==> src/rtl/hport_pkg.sv <==
package hport_pkg;

    localparam int FIELD_W   = 8;
    localparam int NUM_FLAGS = 3;

    // Field positions within the word; software decodes these.
    localparam int B_CONN = 0;
    localparam int B_CDET = 1;
    localparam int B_EN   = 2;
    localparam int B_ENCH = 3;
    localparam int B_OVC  = 4;
    localparam int B_OVCH = 5;
    localparam int B_RES  = 6;
    localparam int B_SUSP = 7;

    // Flag slots for the sticky-flag array.
    localparam int F_CDET = 0;
    localparam int F_ENCH = 1;
    localparam int F_OVCH = 2;

    // Bit order matches the field positions above (susp is the MSB).
    typedef struct packed {
        logic susp;
        logic res;
        logic ovch;
        logic ovc;
        logic ench;
        logic en;
        logic cdet;
        logic conn;
    } port_state_t;

    typedef struct packed {
        logic conn_lvl;
        logic ovc_lvl;
        logic conn_rise;
        logic ovc_flip;
        logic en_set;
        logic en_kill;
        logic wake;
        logic disc;
    } port_evt_t;

    typedef struct packed {
        logic we;
        logic clr_cdet;
        logic clr_en;
        logic clr_ench;
        logic clr_ovch;
        logic res_val;
        logic set_susp;
    } sw_req_t;

    function automatic sw_req_t decode_write(logic we, logic [FIELD_W-1:0] d);
        sw_req_t r;
        r.we       = we;
        r.clr_cdet = we & d[B_CDET];
        r.clr_en   = we & d[B_EN];
        r.clr_ench = we & d[B_ENCH];
        r.clr_ovch = we & d[B_OVCH];
        r.res_val  = d[B_RES];
        r.set_susp = we & d[B_SUSP];
        return r;
    endfunction

endpackage

==> src/rtl/hport_evt.sv <==
module hport_evt
    import hport_pkg::*;
(
    input  logic        dev_attached,
    input  logic        ovc_level,
    input  logic        reset_done,
    input  logic        wake_seen,
    input  logic        disc_seen,
    input  port_state_t st,
    output port_evt_t   evt
);
    always_comb begin
        evt.conn_lvl  = dev_attached;
        evt.ovc_lvl   = ovc_level;
        evt.conn_rise = dev_attached & ~st.conn;
        evt.ovc_flip  = ovc_level ^ st.ovc;
        evt.en_kill   = ovc_level | disc_seen;
        evt.en_set    = reset_done & ~(ovc_level | disc_seen);
        evt.wake      = wake_seen;
        evt.disc      = disc_seen;
    end
endmodule

==> src/rtl/hport_sticky.sv <==
module hport_sticky (
    input  logic clk,
    input  logic rst,
    input  logic set,
    input  logic clr,
    output logic q
);
    // Set has priority over clear so no event is lost.
    always_ff @(posedge clk) begin
        if (rst) q <= 1'b0;
        else     q <= set | (q & ~clr);
    end
endmodule

==> src/rtl/hport_state.sv <==
module hport_state
    import hport_pkg::*;
(
    input  logic        clk,
    input  logic        rst,
    input  port_evt_t   evt,
    input  sw_req_t     sw,
    output port_state_t st
);
    logic                 en_q, en_n;
    logic                 conn_q, ovc_q, res_q, susp_q;
    logic [NUM_FLAGS-1:0] fset, fclr, fq;

    always_comb begin
        if (evt.en_kill)     en_n = 1'b0;
        else if (evt.en_set) en_n = 1'b1;
        else if (sw.clr_en)  en_n = 1'b0;
        else                 en_n = en_q;
    end

    always_comb begin
        fset         = '0;
        fclr         = '0;
        fset[F_CDET] = evt.conn_rise;
        fset[F_ENCH] = en_n ^ en_q;
        fset[F_OVCH] = evt.ovc_flip;
        fclr[F_CDET] = sw.clr_cdet;
        fclr[F_ENCH] = sw.clr_ench;
        fclr[F_OVCH] = sw.clr_ovch;
    end

    for (genvar i = 0; i < NUM_FLAGS; i++) begin : g_flag
        hport_sticky u_flag (
            .clk (clk),
            .rst (rst),
            .set (fset[i]),
            .clr (fclr[i]),
            .q   (fq[i])
        );
    end

    always_ff @(posedge clk) begin
        if (rst) begin
            en_q   <= 1'b0;
            conn_q <= 1'b0;
            ovc_q  <= 1'b0;
            res_q  <= 1'b0;
            susp_q <= 1'b0;
        end else begin
            en_q   <= en_n;
            conn_q <= evt.conn_lvl;
            ovc_q  <= evt.ovc_lvl;
            res_q  <= evt.wake | (sw.we ? sw.res_val : res_q);
            susp_q <= (evt.wake | evt.disc) ? 1'b0 : (susp_q | sw.set_susp);
        end
    end

    always_comb begin
        st.conn = conn_q;
        st.cdet = fq[F_CDET];
        st.en   = en_q;
        st.ench = fq[F_ENCH];
        st.ovc  = ovc_q;
        st.ovch = fq[F_OVCH];
        st.res  = res_q;
        st.susp = susp_q;
    end
endmodule

==> src/rtl/hport_ctrl_reg.sv <==
module hport_ctrl_reg
    import hport_pkg::*;
#(
    parameter int DATA_W = 32
) (
    input  logic              clk,
    input  logic              rst,
    input  logic              dev_attached,
    input  logic              ovc_level,
    input  logic              reset_done,
    input  logic              wake_seen,
    input  logic              disc_seen,
    input  logic              wr_en,
    input  logic [DATA_W-1:0] wr_data,
    output logic [DATA_W-1:0] rd_data,
    output logic              port_irq,
    output logic              resume_drive,
    output logic              suspended
);
    localparam int PAD_W = DATA_W - FIELD_W;

    port_state_t st;
    port_evt_t   evt;
    sw_req_t     sw;
    logic        unused_wr_hi;

    assign sw           = decode_write(wr_en, wr_data[FIELD_W-1:0]);
    assign unused_wr_hi = ^wr_data[DATA_W-1:FIELD_W];

    hport_evt u_evt (
        .dev_attached (dev_attached),
        .ovc_level    (ovc_level),
        .reset_done   (reset_done),
        .wake_seen    (wake_seen),
        .disc_seen    (disc_seen),
        .st           (st),
        .evt          (evt)
    );

    hport_state u_state (
        .clk (clk),
        .rst (rst),
        .evt (evt),
        .sw  (sw),
        .st  (st)
    );

    assign rd_data      = {{PAD_W{1'b0}}, st};
    assign port_irq     = st.cdet | st.ench | st.ovch;
    assign resume_drive = st.res;
    assign suspended    = st.susp;
endmodule

==> config.mk <==
export PLATFORM = sky130hd
export DESIGN_NAME = hport_ctrl_reg
export DESIGN_NICKNAME = d
export VERILOG_FILES = /design/src/rtl/hport_pkg.sv /design/src/rtl/hport_evt.sv /design/src/rtl/hport_sticky.sv /design/src/rtl/hport_state.sv /design/src/rtl/hport_ctrl_reg.sv
export SDC_FILE = /design/constraint.sdc
export NUM_CORES = 1
export LEC_CHECK = 0
export BUFFER_PORTS_ARGS = -buffer_cell sky130_fd_sc_hd__clkbuf_2
export CAP_MARGIN = 25
export CORE_ASPECT_RATIO = 1.5
export CORE_MARGIN = 1.5
export CORE_UTILIZATION = 25
export CTS_BUF_LIST = sky130_fd_sc_hd__clkbuf_8
export DETAILED_ROUTE_END_ITERATION = 8
export PLACE_DENSITY = 0.66
export SYNTH_ARGS = -nofsm -noshare
export SYNTH_HDL_FRONTEND = slang
export SYNTH_SLANG_ARGS = --single-unit
==> constraint.sdc <==
create_clock -name clk -period 1.2 [get_ports clk]
set_input_delay 0.06 -clock clk [delete_from_list [all_inputs] [get_ports clk]]
set_output_delay 0.06 -clock clk [all_outputs]
set_load 0.01 [all_outputs]
==> results of run 1 <==
## Yosys cell counts, drive strengths merged
cell type  number
or4b            1
or3             1
a41oi           1
o21a            1
inv             1
conb            1
nor4            1
o21ai           1
nand4b          1
mux2i           1
dfxtp           8
nand2b          1
xnor2           1
nor3            1
a21oi           4
a21bo           3
clkbuf          1
a21boi          1
nor2b           2
buf            32
## flip-flops by register name (all words and copies together) (netlist names)
signal and cells:
u_state.g_flag.u_flag.q 3, u_state.susp_q 1, u_state.res_q 1, u_state.en_q 1, u_state.conn_q 1, u_state.ovc_q 1
## layer usage
layer	up-vias	GRT usage [%]
li1	193	-
met1	159	9.17
met2	35	13.6
met3	0	2.02
met4	0	5.80
met5	-	0
## how the worst max path moves through the flow
stage / to / start / slack, ns / cells after the start
5_1_grt: port_irq / u_state.g_flag[0].u_flag.q$_SDFF_PP0_ / 0.08 / 2
3_3_place_gp: u_state.g_flag[1].u_flag.q$_SDFF_PP0_ / u_state.en_q$_SDFF_PP0_ / 0.16 / 2
4_1_cts: port_irq / u_state.g_flag[0].u_flag.q$_SDFF_PP0_ / 0.10 / 2
6_report: port_irq / u_state.g_flag[0].u_flag.q$_SDFF_PP0_ / 0.11 / 2
3_5_place_dp: u_state.g_flag[1].u_flag.q$_SDFF_PP0_ / u_state.en_q$_SDFF_PP0_ / 0.13 / 2
2_1_floorplan: u_state.g_flag[1].u_flag.q$_SDFF_PP0_ / u_state.en_q$_SDFF_PP0_ / 0.18 / 2
## worst register-to-register path, delay by kind of cell (launching register included)
family             cells  cell delay [ns]
AOI/OAI and AO/OA      1             0.18
DFF                    1             0.33
and+or+nand+nor        1             0.49
## report_power, final
part	leakage, nW	total [mW]	internal [mW]	switching, mW
logic	0.234	0.138	0.0552	0.0825
clock network	0.0216	0.322	0.217	0.104
registers	0.0662	0.293	0.283	0.00971
## cell families after synthesis
group           count (synthesis)  synth area share, %
flops                           8                 27.8
buf+inv                        34                 43.0
compound gates                 11                 15.0
mux                             1                 1.74
other cells                     1                0.652
xor+xnor                        1                 1.52
simple gates                    8                 10.2
## cell type report
class | count | area (sq um) | share of cell area, %
clock buffers | 3 | 41.3 | 6.79
inverters | 1 | 3.75 | 0.617
multi-input cells | 45 | 254 | 41.8
flip-flops and latches | 8 | 160 | 26.3
well taps | 23 | 28.8 | 4.73
repair buffers | 24 | 120 | 19.8
## metrics by stage
step	power [mW]	util, %	instance area, sq um
2_1_floorplan	0.457	-	662
3_3_place_gp	0.431	25.7	567
3_5_place_dp	0.435	25.7	567
4_1_cts	0.767	27.6	608
5_1_grt	0.802	27.6	608
6_report	0.752	27.6	608
==> flow_summary.yaml, run 1 <==
outcome:
  status: "completed"
cts:
  cts_repair_resize_count: 0
  numCtsBuffers: 3
  postCtsSetupRepairBufs: 0
  worstSkewPairLatency_ns: 0.22
  cts_tree: "built"
  h-tree-depth: 1
  cts-root-buf: "clkbuf_8"
  postCtsHoldBufs: 0
  clock_sinks: 8
  clk_pin_slew_ns: 0.04
  clock_path_buffers: 2
cells_and_area:
  syn_to_final_growth_pct: 5.65
  drive_gt1_share_pct: 39.5
  antenna_cells: 0
  final_nets: 123
  final_cell_mix: "conb_1 (24), clkbuf_2 (24), dfxtp_1 (8), a21oi_1 (4)"
  final.fill_count: 258
  instances_no_fill: 104
drt:
  wl_microns: 940
  wl_met3_microns: 123
  route.detailed.wl_per_inst_microns: 9.04
  drt_pass1_iterations: 2
  vias_per_cell: 3.72
  drc_errors: 0
  met1_length_microns: 376
  wl_met2_microns: 440
  via_count: 387
  drtAntennaViolNets: 0
  top_layer: "met3"
  drt_iter0_drc: 2
global_routing:
  grt_usage_pct: 8.16
  grt_overflow: 0
  antenna_found_initial: 0
  grt_pass1_wl_microns: 1570
  grt_pass1_vias: 362
  grt_start_max_net_pins: 9
setup_path:
  r2r-end: "u_state.g_flag[1].u_flag.q$_SDFF_PP0_"
  worst_setup_path_start_kind: "flip-flop"
  critical_path_class: "flip-flop to primary output"
  reg2reg_depth: 2
  rrSetupSlack_ns: 0.13
  cp_cell_sequence: "or3_1 -> clkbuf_2"
  r2r_start: "u_state.en_q$_SDFF_PP0_"
  cp.required_ns: 1.14
  end_kind: "primary output"
  cp_top_family: "simple AND/OR/NAND/NOR gates"
  arrival_ns: 1.03
  crit_buf_inv: 1
  critPathSlowestCell: "or3_1"
  crit_fanout: 3
  crit_path_max_incr_delay_ns: 0.36
place:
  hpwlAfterDp_microns: 784
  post-place-ws_ns: 0.132
  io_buffers: 24
  dp_cells: 101
  gp_congestion: 0.637
synth:
  yosys-top-cells-area: "buf_4 (42%), dfxtp_1 (28%), a21bo_2 (5.2%)"
  ys.warnings.count: 0
  synth.largest_area_cell: "buf_4"
  netlist-cell-type-count: 20
  ys_seq_area_share_pct: 27.8
  postSynthCellCount: 64
  synth_top_area_share_pct: 41.7
  synth.avg_cell_area_sq_um: 8.99
  syn_area_sq_um: 576
  ys_seq_elements: 8
sta:
  finalSetupViolCount: 0
  fin_skew_ns: 0.000243
  fmax_ghz: 0.917
  final_hold_viol_count: 0
  setup_tns_ns: 0
  drv_slew: 0
  rsz0062_at_grt: "false"
  hold-worst-slack_ns: 0.0130
  fin_crit_ns: 1.09
  layout_setup_ws_ns: 0.110
  period_share_pct: 90.9
floorplanning:
  start_util_pct: 26.1
  ios: 75
  die_h_microns: 61.8
  die-width_microns: 42.2
  core_sq_um: 2210
  num_rows: 21
  die_area_sq_um: 2600
hold_path:
  min_from: "wake_seen"
  worstHoldEndpoint: "u_state.susp_q$_SDFF_PP0_"
  hp-class: "input port to flip-flop"
  min_path_cells: 2
power_and_ir_drop:
  power_leakage_nw: 0.322
  p_per_area_nw_per_um2: 1240
  max-vdd-ir-drop_mv: 0.496
run:
  max-cap-violations: 0
No activity file was read; power rests on OpenSTA's default activity.
==> inputs of run 2 (changes only) <==
==> constraint.sdc (replaced) <==
create_clock -name clk -period 1.2 [get_ports clk]
set_input_delay 0.18 -clock clk [delete_from_list [all_inputs] [get_ports clk]]
set_output_delay 0.18 -clock clk [all_outputs]
set_load 0.01 [all_outputs]
==> run 2 against run 1 <==
  * First-iteration DRC count unchanged
  * Total power grew 1.3%
  * Combinational power rose by 7%
  * Sequential power hardly changed
  * Via count up 2.3%
  * Clock-buffer cell count stayed put
  * Critical path type unchanged
  * Routed wire length increased by 2.9%
  * Die area unchanged
  * Highest routed layer unchanged
  * Register-to-register slack about the same
  * Clock skew is the same
==> flow_summary.yaml, run 2 (synthesized netlist as in run 1, its figures left out) <==
outcome:
  status: "completed"
sta:
  fin_crit_ns: 1.20
  hold-worst-slack_ns: 0.133
  drv_slew: 0
  period_share_pct: 99.9
  finalSetupViolCount: 0
  final_hold_viol_count: 0
  fmax_ghz: 0.834
  fin_skew_ns: 0.000243
  rsz0062_at_grt: "true"
  setup_tns_ns: 0
floorplanning:
  die_area_sq_um: 2600
  die_h_microns: 61.8
  start_util_pct: 26.1
  die-width_microns: 42.2
  ios: 75
  core_sq_um: 2210
  num_rows: 21
power_and_ir_drop:
  p_int_mw: 0.563
  switching_share_pct: 26.1
  pwr-share-comb_pct: 19.3
  max-vdd-ir-drop_mv: 0.496
  p_per_area_nw_per_um2: 1220
  power_frac_seq_pct: 38.5
  p_sw_mw: 0.198
  clockPowerShare_pct: 42.2
  power_leakage_nw: 0.333
cts:
  clock_path_buffers: 2
  worstSkewPairLatency_ns: 0.22
  h-tree-depth: 1
  cts_tree: "built"
  clock_sinks: 8
  clk_pin_slew_ns: 0.04
  postCtsHoldBufs: 0
  cts-root-buf: "clkbuf_8"
  numCtsBuffers: 3
setup_path:
  crit_path_max_incr_delay_ns: 0.36
  crit_start: "u_state.g_flag[2].u_flag.q$_SDFF_PP0_"
  arrival_ns: 1.02
  cp_cell_sequence: "or3_1 -> clkbuf_2"
  rrSetupSlack_ns: 0.13
  critPathSlowestCell: "or3_1"
  r2r_start: "u_state.en_q$_SDFF_PP0_"
  end_kind: "primary output"
  critical_path_class: "flip-flop to primary output"
  cp.required_ns: 1.02
  crit_fanout: 2
  r2r-end: "u_state.g_flag[1].u_flag.q$_SDFF_PP0_"
  reg2reg_depth: 2
  worst_setup_path_start_kind: "flip-flop"
global_routing:
  grt_pass1_vias: 382
  grt_overflow: 0
  grt_start_max_net_pins: 9
  antenna_found_initial: 0
  grt_usage_pct: 8.59
  grt_pass1_wl_microns: 1660
cells_and_area:
  final.fill_count: 257
  instances_no_fill: 106
  largest_reg_flops: 3
  drive_gt1_share_pct: 43.4
  final_nets: 125
  multiInputGateArea_sq_um: 254
  final_area_sq_um: 626
  fin_util_pct: 28.3
  antenna_cells: 0
  max_flop_register: "u_state.g_flag.u_flag.q"
  final_cell_mix: "conb_1 (24), clkbuf_2 (24), dfxtp_1 (6), a21oi_1 (4)"
  seq_area_sq_um: 163
  syn_to_final_growth_pct: 8.70
drt:
  route.detailed.wl_per_inst_microns: 9.12
  vias_per_cell: 3.74
  drt_pass1_iterations: 2
  via_count: 396
  wl_microns: 967
  drtAntennaViolNets: 0
  drt_iter0_drc: 2
  drc_errors: 0
hold_path:
  min_from: "wake_seen"
  worstHoldEndpoint: "u_state.susp_q$_SDFF_PP0_"
  hp-class: "input port to flip-flop"
  min_path_cells: 2
place:
  gp_congestion: 0.637
  placed_area_sq_um: 567
  io_buffers: 24
  hpwlAfterDp_microns: 784
  dp_cells: 101
run:
  max-cap-violations: 0
-- run 2: metrics by stage --
step	setup slack [ns]	power [mW]
2_1_floorplan	0.176	0.457
3_3_place_gp	0.130	0.431
3_5_place_dp	0.109	0.435
4_1_cts	-0.00185	0.776
5_1_grt	-0.0295	0.814
6_report	0.00148	0.761
-- run 2: power groups by stage --
stage	Clock, mW	Sequential [mW]	Combinational (mW)
floorplan	0	0.297	0.160
global placement	0	0.297	0.135
detailed placement	0	0.297	0.138
CTS	0.336	0.293	0.147
global route	0.354	0.296	0.163
finish	0.322	0.293	0.147
-- run 2: critical path, delay by kind of cell (launching register included) --
kind | cells | cell delay [ns]
flops | 1 | 0.31
simple gates | 1 | 0.36
buf+inv | 1 | 0.13
-- run 2: worst max-delay path by stage --
| stage | to | slack (ns) | cells past startpoint |
|---|---|---|---|
| after floorplan | u_state.g_flag[1].u_flag.q$_SDFF_PP0_ | 0.18 | 2 |
| after global placement | u_state.g_flag[1].u_flag.q$_SDFF_PP0_ | 0.13 | 3 |
| after detailed placement | u_state.g_flag[1].u_flag.q$_SDFF_PP0_ | 0.11 | 3 |
| after CTS | port_irq | -0.002 | 2 |
| after global routing | port_irq | -0.03 | 2 |
| final | port_irq | 0.001 | 2 |
-- run 2: final cells by class --
cell class	count	share of cell area, %
Multi-Input combinational cell	45	40.6
Sequential cell	8	26.0
Timing Repair Buffer	26	21.6
Clock buffer	3	6.60
Tap cell	23	4.60
Inverter	1	0.600
-- run 2: repair_timing --
item / CTS / global route
setup buffers: 2 / 0
gates cloned: 0 / 0
resized for setup: 2 / 0
hold endpoints to repair: 0 / 0
pin swaps: 1 / 0
setup endpoints to repair: 1 / 1
-- run 2: routing by layer --
metal / track usage (%) / vias up / wire [microns]
li1: - / 195 / -
met2: 14.7 / 35 / 466
met4: 5.80 / 0 / 0
met5: 0 / - / 0
met3: 2.02 / 0 / 118
met1: 9.52 / 166 / 381
